<file path="src/rtl/irq_xfer_router_pkg.sv">
package irq_xfer_router_pkg;
  typedef enum logic [1:0] {
    SEQ_IDLE = 2'd0,
    SEQ_REQ  = 2'd1,
    SEQ_BUSY = 2'd2
  } seq_state_e;
endpackage

</file>
<file path="src/rtl/irq_prio_arbiter.sv">
module irq_prio_arbiter #(
  parameter int N_SRC = 8,
  localparam int IDX_W = (N_SRC > 1) ? $clog2(N_SRC) : 1
) (
  input  logic [N_SRC-1:0] cand,
  output logic             any,
  output logic [IDX_W-1:0] win_idx
);
  logic [N_SRC-1:0] above;  // some lower-index candidate exists
  logic [N_SRC-1:0] gnt;

  assign above[0] = 1'b0;
  genvar g;
  generate
    for (g = 1; g < N_SRC; g++) begin : g_chain
      assign above[g] = above[g-1] | cand[g-1];
    end
    for (g = 0; g < N_SRC; g++) begin : g_gnt
      assign gnt[g] = cand[g] & ~above[g];
    end
  endgenerate

  assign any = |cand;

  always_comb begin
    win_idx = '0;
    for (int i = 0; i < N_SRC; i++) begin
      if (gnt[i]) win_idx = IDX_W'(i);
    end
  end
endmodule

</file>
<file path="src/rtl/irq_route_decode.sv">
module irq_route_decode #(
  parameter int N_SRC = 8
) (
  input  logic [N_SRC-1:0] src_flag,
  input  logic [N_SRC-1:0] xfer_en,
  input  logic [N_SRC-1:0] irq_after,
  input  logic [N_SRC-1:0] served,
  output logic [N_SRC-1:0] xfer_cand,
  output logic [N_SRC-1:0] cpu_irq
);
  genvar g;
  generate
    for (g = 0; g < N_SRC; g++) begin : g_src
      // transfer wanted: enabled, flagged, not yet served
      assign xfer_cand[g] = src_flag[g] & xfer_en[g] & ~served[g];
      // CPU path: direct when no transfer, or after a served notify transfer
      assign cpu_irq[g]   = src_flag[g] & (~xfer_en[g] | (irq_after[g] & served[g]));
    end
  endgenerate
endmodule

</file>
<file path="src/rtl/irq_xfer_seq.sv">
module irq_xfer_seq
  import irq_xfer_router_pkg::*;
#(
  parameter int N_SRC = 8,
  localparam int IDX_W = (N_SRC > 1) ? $clog2(N_SRC) : 1
) (
  input  logic             clk,
  input  logic             rst_n,
  input  logic [N_SRC-1:0] src_flag,
  input  logic [N_SRC-1:0] irq_after,
  input  logic             arb_any,
  input  logic [IDX_W-1:0] arb_idx,
  output logic             xreq_valid,
  input  logic             xreq_ready,
  output logic [IDX_W-1:0] xreq_idx,
  input  logic             xfer_done,
  output logic [N_SRC-1:0] served,
  output logic [N_SRC-1:0] src_clr
);
  seq_state_e       state_q;
  logic [IDX_W-1:0] idx_q;
  logic             notify_q;
  logic [N_SRC-1:0] served_q;
  logic [N_SRC-1:0] clr_q;
  logic [N_SRC-1:0] idx_onehot;
  logic             fire;
  logic             finish;

  assign idx_onehot = N_SRC'(1) << idx_q;
  assign xreq_valid = (state_q == SEQ_REQ) && src_flag[idx_q];
  assign xreq_idx   = idx_q;
  assign fire       = xreq_valid && xreq_ready;
  assign finish     = (state_q == SEQ_BUSY) && xfer_done;
  assign served     = served_q;
  assign src_clr    = clr_q;

  always_ff @(posedge clk) begin
    if (!rst_n) begin
      state_q  <= SEQ_IDLE;
      idx_q    <= '0;
      notify_q <= 1'b0;
      served_q <= '0;
      clr_q    <= '0;
    end else begin
      served_q <= (served_q | (finish ? idx_onehot : '0)) & src_flag;
      clr_q    <= (finish && !notify_q) ? idx_onehot : '0;
      case (state_q)
        SEQ_IDLE: begin
          if (arb_any) begin
            idx_q    <= arb_idx;
            notify_q <= irq_after[arb_idx];
            state_q  <= SEQ_REQ;
          end
        end
        SEQ_REQ: begin
          if (fire)                    state_q <= SEQ_BUSY;
          else if (!src_flag[idx_q])   state_q <= SEQ_IDLE;
        end
        SEQ_BUSY: begin
          if (xfer_done) state_q <= SEQ_IDLE;
        end
        default: state_q <= SEQ_IDLE;
      endcase
    end
  end
endmodule

</file>
<file path="src/rtl/irq_xfer_router.sv">
module irq_xfer_router #(
  parameter int N_SRC = 8,
  localparam int IDX_W = (N_SRC > 1) ? $clog2(N_SRC) : 1
) (
  input  logic             clk,
  input  logic             rst_n,
  input  logic [N_SRC-1:0] src_flag,
  input  logic [N_SRC-1:0] xfer_en,
  input  logic [N_SRC-1:0] irq_after,
  output logic             xreq_valid,
  input  logic             xreq_ready,
  output logic [IDX_W-1:0] xreq_idx,
  input  logic             xfer_done,
  output logic [N_SRC-1:0] cpu_irq,
  output logic [N_SRC-1:0] src_clr
);
  logic [N_SRC-1:0] served;
  logic [N_SRC-1:0] xfer_cand;
  logic             arb_any;
  logic [IDX_W-1:0] arb_idx;

  irq_route_decode #(.N_SRC(N_SRC)) u_decode (
    .src_flag (src_flag),
    .xfer_en  (xfer_en),
    .irq_after(irq_after),
    .served   (served),
    .xfer_cand(xfer_cand),
    .cpu_irq  (cpu_irq)
  );

  irq_prio_arbiter #(.N_SRC(N_SRC)) u_arb (
    .cand   (xfer_cand),
    .any    (arb_any),
    .win_idx(arb_idx)
  );

  irq_xfer_seq #(.N_SRC(N_SRC)) u_seq (
    .clk       (clk),
    .rst_n     (rst_n),
    .src_flag  (src_flag),
    .irq_after (irq_after),
    .arb_any   (arb_any),
    .arb_idx   (arb_idx),
    .xreq_valid(xreq_valid),
    .xreq_ready(xreq_ready),
    .xreq_idx  (xreq_idx),
    .xfer_done (xfer_done),
    .served    (served),
    .src_clr   (src_clr)
  );
endmodule

</file>
<file path="config.mk">
export PLATFORM = sky130hd
export DESIGN_NAME = irq_xfer_router
export DESIGN_NICKNAME = d
export VERILOG_FILES = /design/src/rtl/irq_xfer_router_pkg.sv /design/src/rtl/irq_prio_arbiter.sv /design/src/rtl/irq_route_decode.sv /design/src/rtl/irq_xfer_seq.sv /design/src/rtl/irq_xfer_router.sv
export SDC_FILE = /design/constraint.sdc
export NUM_CORES = 1
export LEC_CHECK = 0
export ABC_AREA = 0
export BUFFER_PORTS_ARGS = -buffer_cell sky130_fd_sc_hd__buf_2
export CAP_MARGIN = 20
export CELL_PAD_IN_SITES_DETAIL_PLACEMENT = 1
export CELL_PAD_IN_SITES_GLOBAL_PLACEMENT = 1
export CORE_MARGIN = 2
export CORE_UTILIZATION = 30
export CTS_CLUSTER_DIAMETER = 150
export DETAILED_ROUTE_END_ITERATION = 12
export HOLD_SLACK_MARGIN = 0.02
export PLACE_DENSITY_LB_ADDON = 0.1
export SLEW_MARGIN = 0
export SYNTH_ARGS = -nofsm -noshare
export SYNTH_HDL_FRONTEND = slang
export SYNTH_SLANG_ARGS = --single-unit
</file>
<file path="constraint.sdc">
create_clock -name clk -period 1.55 [get_ports clk]
set_input_delay 0.0775 -clock clk [delete_from_list [all_inputs] [get_ports clk]]
set_output_delay 0.0775 -clock clk [all_outputs]
set_load 0.05 [all_outputs]
</file>
==> flow_metrics.py <==
metrics = {
    "logic_synthesis": {
        "seq_area_frac_synth_pct": 37.3,
        "yosysWarningCount": 0,
        "synth.area.top_cells": "dfxtp_1, nand2_1, nor2_1, a21oi_1, a21boi_0",
        "synth_top_area_share_pct": 37.3,
        "ys_ff_latch": 22,
        "syn_inst": 143,
        "syn_area_mm2": 0.00118,
        "synth_top_area_cell": "dfxtp_1",
        "avgSynthCellArea_um2": 8.25,
        "syn-num-nets": 171,
        "yosysUniqueCellTypes": 34,
    },
    "route": {
        "drc_errors": 0,
        "via_count": 1378,
        "wl_per_cell_um": 16.5,
        "first_pass_iters": 4,
        "drt-total-wl_um": 4470,
        "routed_via_density": 5.08,
        "ant_nets": 0,
        "drt_iter0_drc": 45,
    },
    "clock_tree": {
        "cts_hold_buf": 0,
        "cts_buffers": 3,
        "root_buffer": "clkbuf_8",
        "cts_tree": "built",
        "clk_pin_slew_ns": 0.08,
        "insertion_delay_ns": 0.27,
        "cts_sinks": 22,
        "htree_levels": 1,
        "cts_buffer_depth": 2,
    },
    "pwr": {
        "p_total_uw": 1700,
        "p_clk_share_pct": 32.2,
        "seq_power_share_pct": 36.2,
        "irDropWorstVdd_mv": 0.392,
        "internal_power_uw": 1160,
        "powerDensity_mw_per_mm2": 903,
        "p_sw_share_pct": 31.7,
        "p_leak_uw": 0.000862,
        "p_switching_uw": 540,
        "combPwrFrac_pct": 31.6,
    },
    "place": {
        "gp_congestion": 0.853,
        "portBuffers": 47,
        "dp.cells": 264,
        "hpwl_um": 3520,
    },
    "global_routing": {
        "grt_use_total_pct": 21.8,
        "grt_overflow_total": 0,
        "antenna_found_initial": 0,
        "grt_pass1_vias": 1555,
        "grt_max_degree": 15,
        "grt_pass1_wl_um": 7230,
    },
    "sta": {
        "setup_viol_count_final": 5,
        "rsz0062_at_grt": "true",
        "fin_crit_ns": 1.79,
        "finalHoldViolCount": 0,
        "relSlewSlack_pct": 85.9,
        "finalWorstSetupSlack_ns": -0.245,
        "finalCritPeriodShare_pct": 116,
        "tightestPinTransition_ns": 0.205,
        "report.final.slew_viol_count": 0,
        "fin_setup_tns_ns": -0.608,
        "fmax_mhz": 557,
        "finalHoldWorstSlack_ns": 0.0598,
        "skew_ns": 0.00102,
    },
    "critical_path": {
        "r2r-end": "u_seq.notify_q$_SDFFE_PN0P_",
        "worstSetupPathType": "flip-flop to flip-flop",
        "path_buf_inv": 0,
        "r2r_cells": 6,
        "worstPathRequired_ns": 1.70,
        "path_delay_family": "simple AND/OR/NAND/NOR gates",
        "crit_path_max_fanout": 3,
        "worst_path_largest_cell_delay_ns": 0.55,
        "worst-path-stages": 6,
        "end_kind": "flip-flop",
        "rrSetupSlack_ns": -0.24,
        "cpMaxStageDelayCell": "or4_4",
        "crit_chain": "nand3b_1 > and2_4 > or4_4 > o221ai_2 > mux2_4 > a211oi_2",
        "r2r-start": "u_seq.served[5]$_SDFF_PN0_",
        "cp-start-kind": "flip-flop",
        "cp_data_arrival_time_ns": 1.95,
    },
    "final_layout": {
        "area_growth_pct": 59.7,
        "nets": 252,
        "antennaDiodeCount": 0,
        "instances_no_fill": 271,
        "fin_util_pct": 50.7,
        "drive_above_1_share_pct": 50.2,
    },
    "floorplanning": {
        "start_util_pct": 31.8,
        "die_w_um": 66.7,
        "coreArea_mm2": 0.00372,
        "die_height_um": 66.7,
        "row_count": 22,
        "dieArea_mm2": 0.00445,
        "io_pins": 48,
    },
    "hold_path": {
        "min_to": "u_seq.served[1]$_SDFF_PN0_",
        "whs_path_depth": 3,
        "hp-class": "primary input to flip-flop",
        "min_from": "src_flag[1]",
    },
    "flow_run": {
        "drv_cap": 0,
    },
    "status": {
        "status": "finished with violations",
        "violations": "negative setup slack",
    },
}
## synthesized netlist by cell type
cell and count:
nand2_1 24, dfxtp_1 22, nor2_1 19, a21oi_1 12, a21boi_0 8, nor2b_1 8
nand3b_1 7, mux2i_1 4, nor3_1 4, o21ai_0 4, clkbuf_1 3, a31oi_1 2
and2_1 2, mux4_2 2, nand2b_1 2, o221ai_1 2, a211oi_2 1, a21oi_2 1
a221oi_1 1, and2b_1 1, and3_1 1, and3b_1 1, buf_6 1, inv_1 1
mux2_1 1, nand2b_4 1, nor3b_1 1, nor3b_2 1, nor4_1 1, o211a_1 1
o221a_2 1, or2_1 1, or4_1 1, or4b_1 1
## sequential cells by signal, summed over array words and instances (netlist names)
name            cells
u_seq.src_clr       8
u_seq.served        8
u_seq.xreq_idx      3
u_seq.notify_q      1
u_seq.state_q       2
## layer usage
metal | track usage, % | part of all wire [%]
met3 | 3.72 | 4.0
met4 | 7.91 | 2.8
met2 | 41.9 | 53
met1 | 23.5 | 40
met5 | 0 | 0
## through the flow
| step | setup slack (ns) | instance area (um^2) |
|---|---|---|
| after floorplan | -0.201 | 1220 |
| after detailed placement | -0.216 | 1720 |
| final | -0.245 | 1880 |
| after global placement | -0.170 | 1720 |
| after global routing | -0.313 | 1880 |
| after CTS | -0.248 | 1840 |
## worst max-delay path by stage
stage	start	endpoint	slack, ns
after global placement	u_seq.served[5]$_SDFF_PN0_	u_seq.notify_q$_SDFFE_PN0P_	-0.17
after floorplan	u_seq.xreq_idx[0]$_SDFFE_PN0P_	u_seq.state_q[0]$_SDFFE_PN0P_	-0.20
after global routing	u_seq.served[5]$_SDFF_PN0_	u_seq.notify_q$_SDFFE_PN0P_	-0.31
after CTS	u_seq.served[7]$_SDFF_PN0_	u_seq.notify_q$_SDFFE_PN0P_	-0.25
after detailed placement	u_seq.served[5]$_SDFF_PN0_	u_seq.notify_q$_SDFFE_PN0P_	-0.22
final	u_seq.served[5]$_SDFF_PN0_	u_seq.notify_q$_SDFFE_PN0P_	-0.24
## power by group through the flow
stage               sequential [uW]  combinational [uW]  clock, uW
global route                    619                 575        574
detailed placement              626                 487          0
global placement                624                 474          0
floorplan                       655                 269          0
finish                          615                 538        548
CTS                             614                 523        564
## placed cells by master (no fill, tap or decap), drive strengths merged, types with 2 or more instances in the layout
cell type  instances
a21boi             8
a21oi             13
a31oi              2
and2               2
buf               80
clkbuf             3
dfxtp             22
mux2i              4
mux4               2
nand2             24
nand2b             3
nand3b             7
nor2              19
nor2b              8
nor3               4
nor3b              2
o21ai              4
o221ai             2
## layout make-up
type | instances | area (um^2)
Fill cell | 478 | 1830
Multi-Input combinational cell | 116 | 805
Timing Repair Buffer | 80 | 493
Sequential cell | 22 | 452
Tap cell | 48 | 60.1
Clock buffer | 3 | 41.3
Clock inverter | 1 | 30.0
Inverter | 1 | 3.75
## worst register-to-register path: cells and delay by family, from the launching register on
kind	cells	cell delay [ns]
simple gates	3	0.96
flops	1	0.32
compound gates	2	0.23
mux	1	0.18
## cells by family after synthesis
group | synth area share, %
compound gates | 18.8
buf+inv | 2.23
mux | 8.17
simple gates | 33.5
flops | 37.3
## timing repair
action                                  4_1_cts  5_1_grt
setup buffers                                 1        2
gates resized for setup                      11        8
cloned                                        0        0
endpoints found under the setup margin        5       13
endpoints found under the hold margin         0        0
pin swaps                                     5        6
Power figures use the tool's default switching activity.
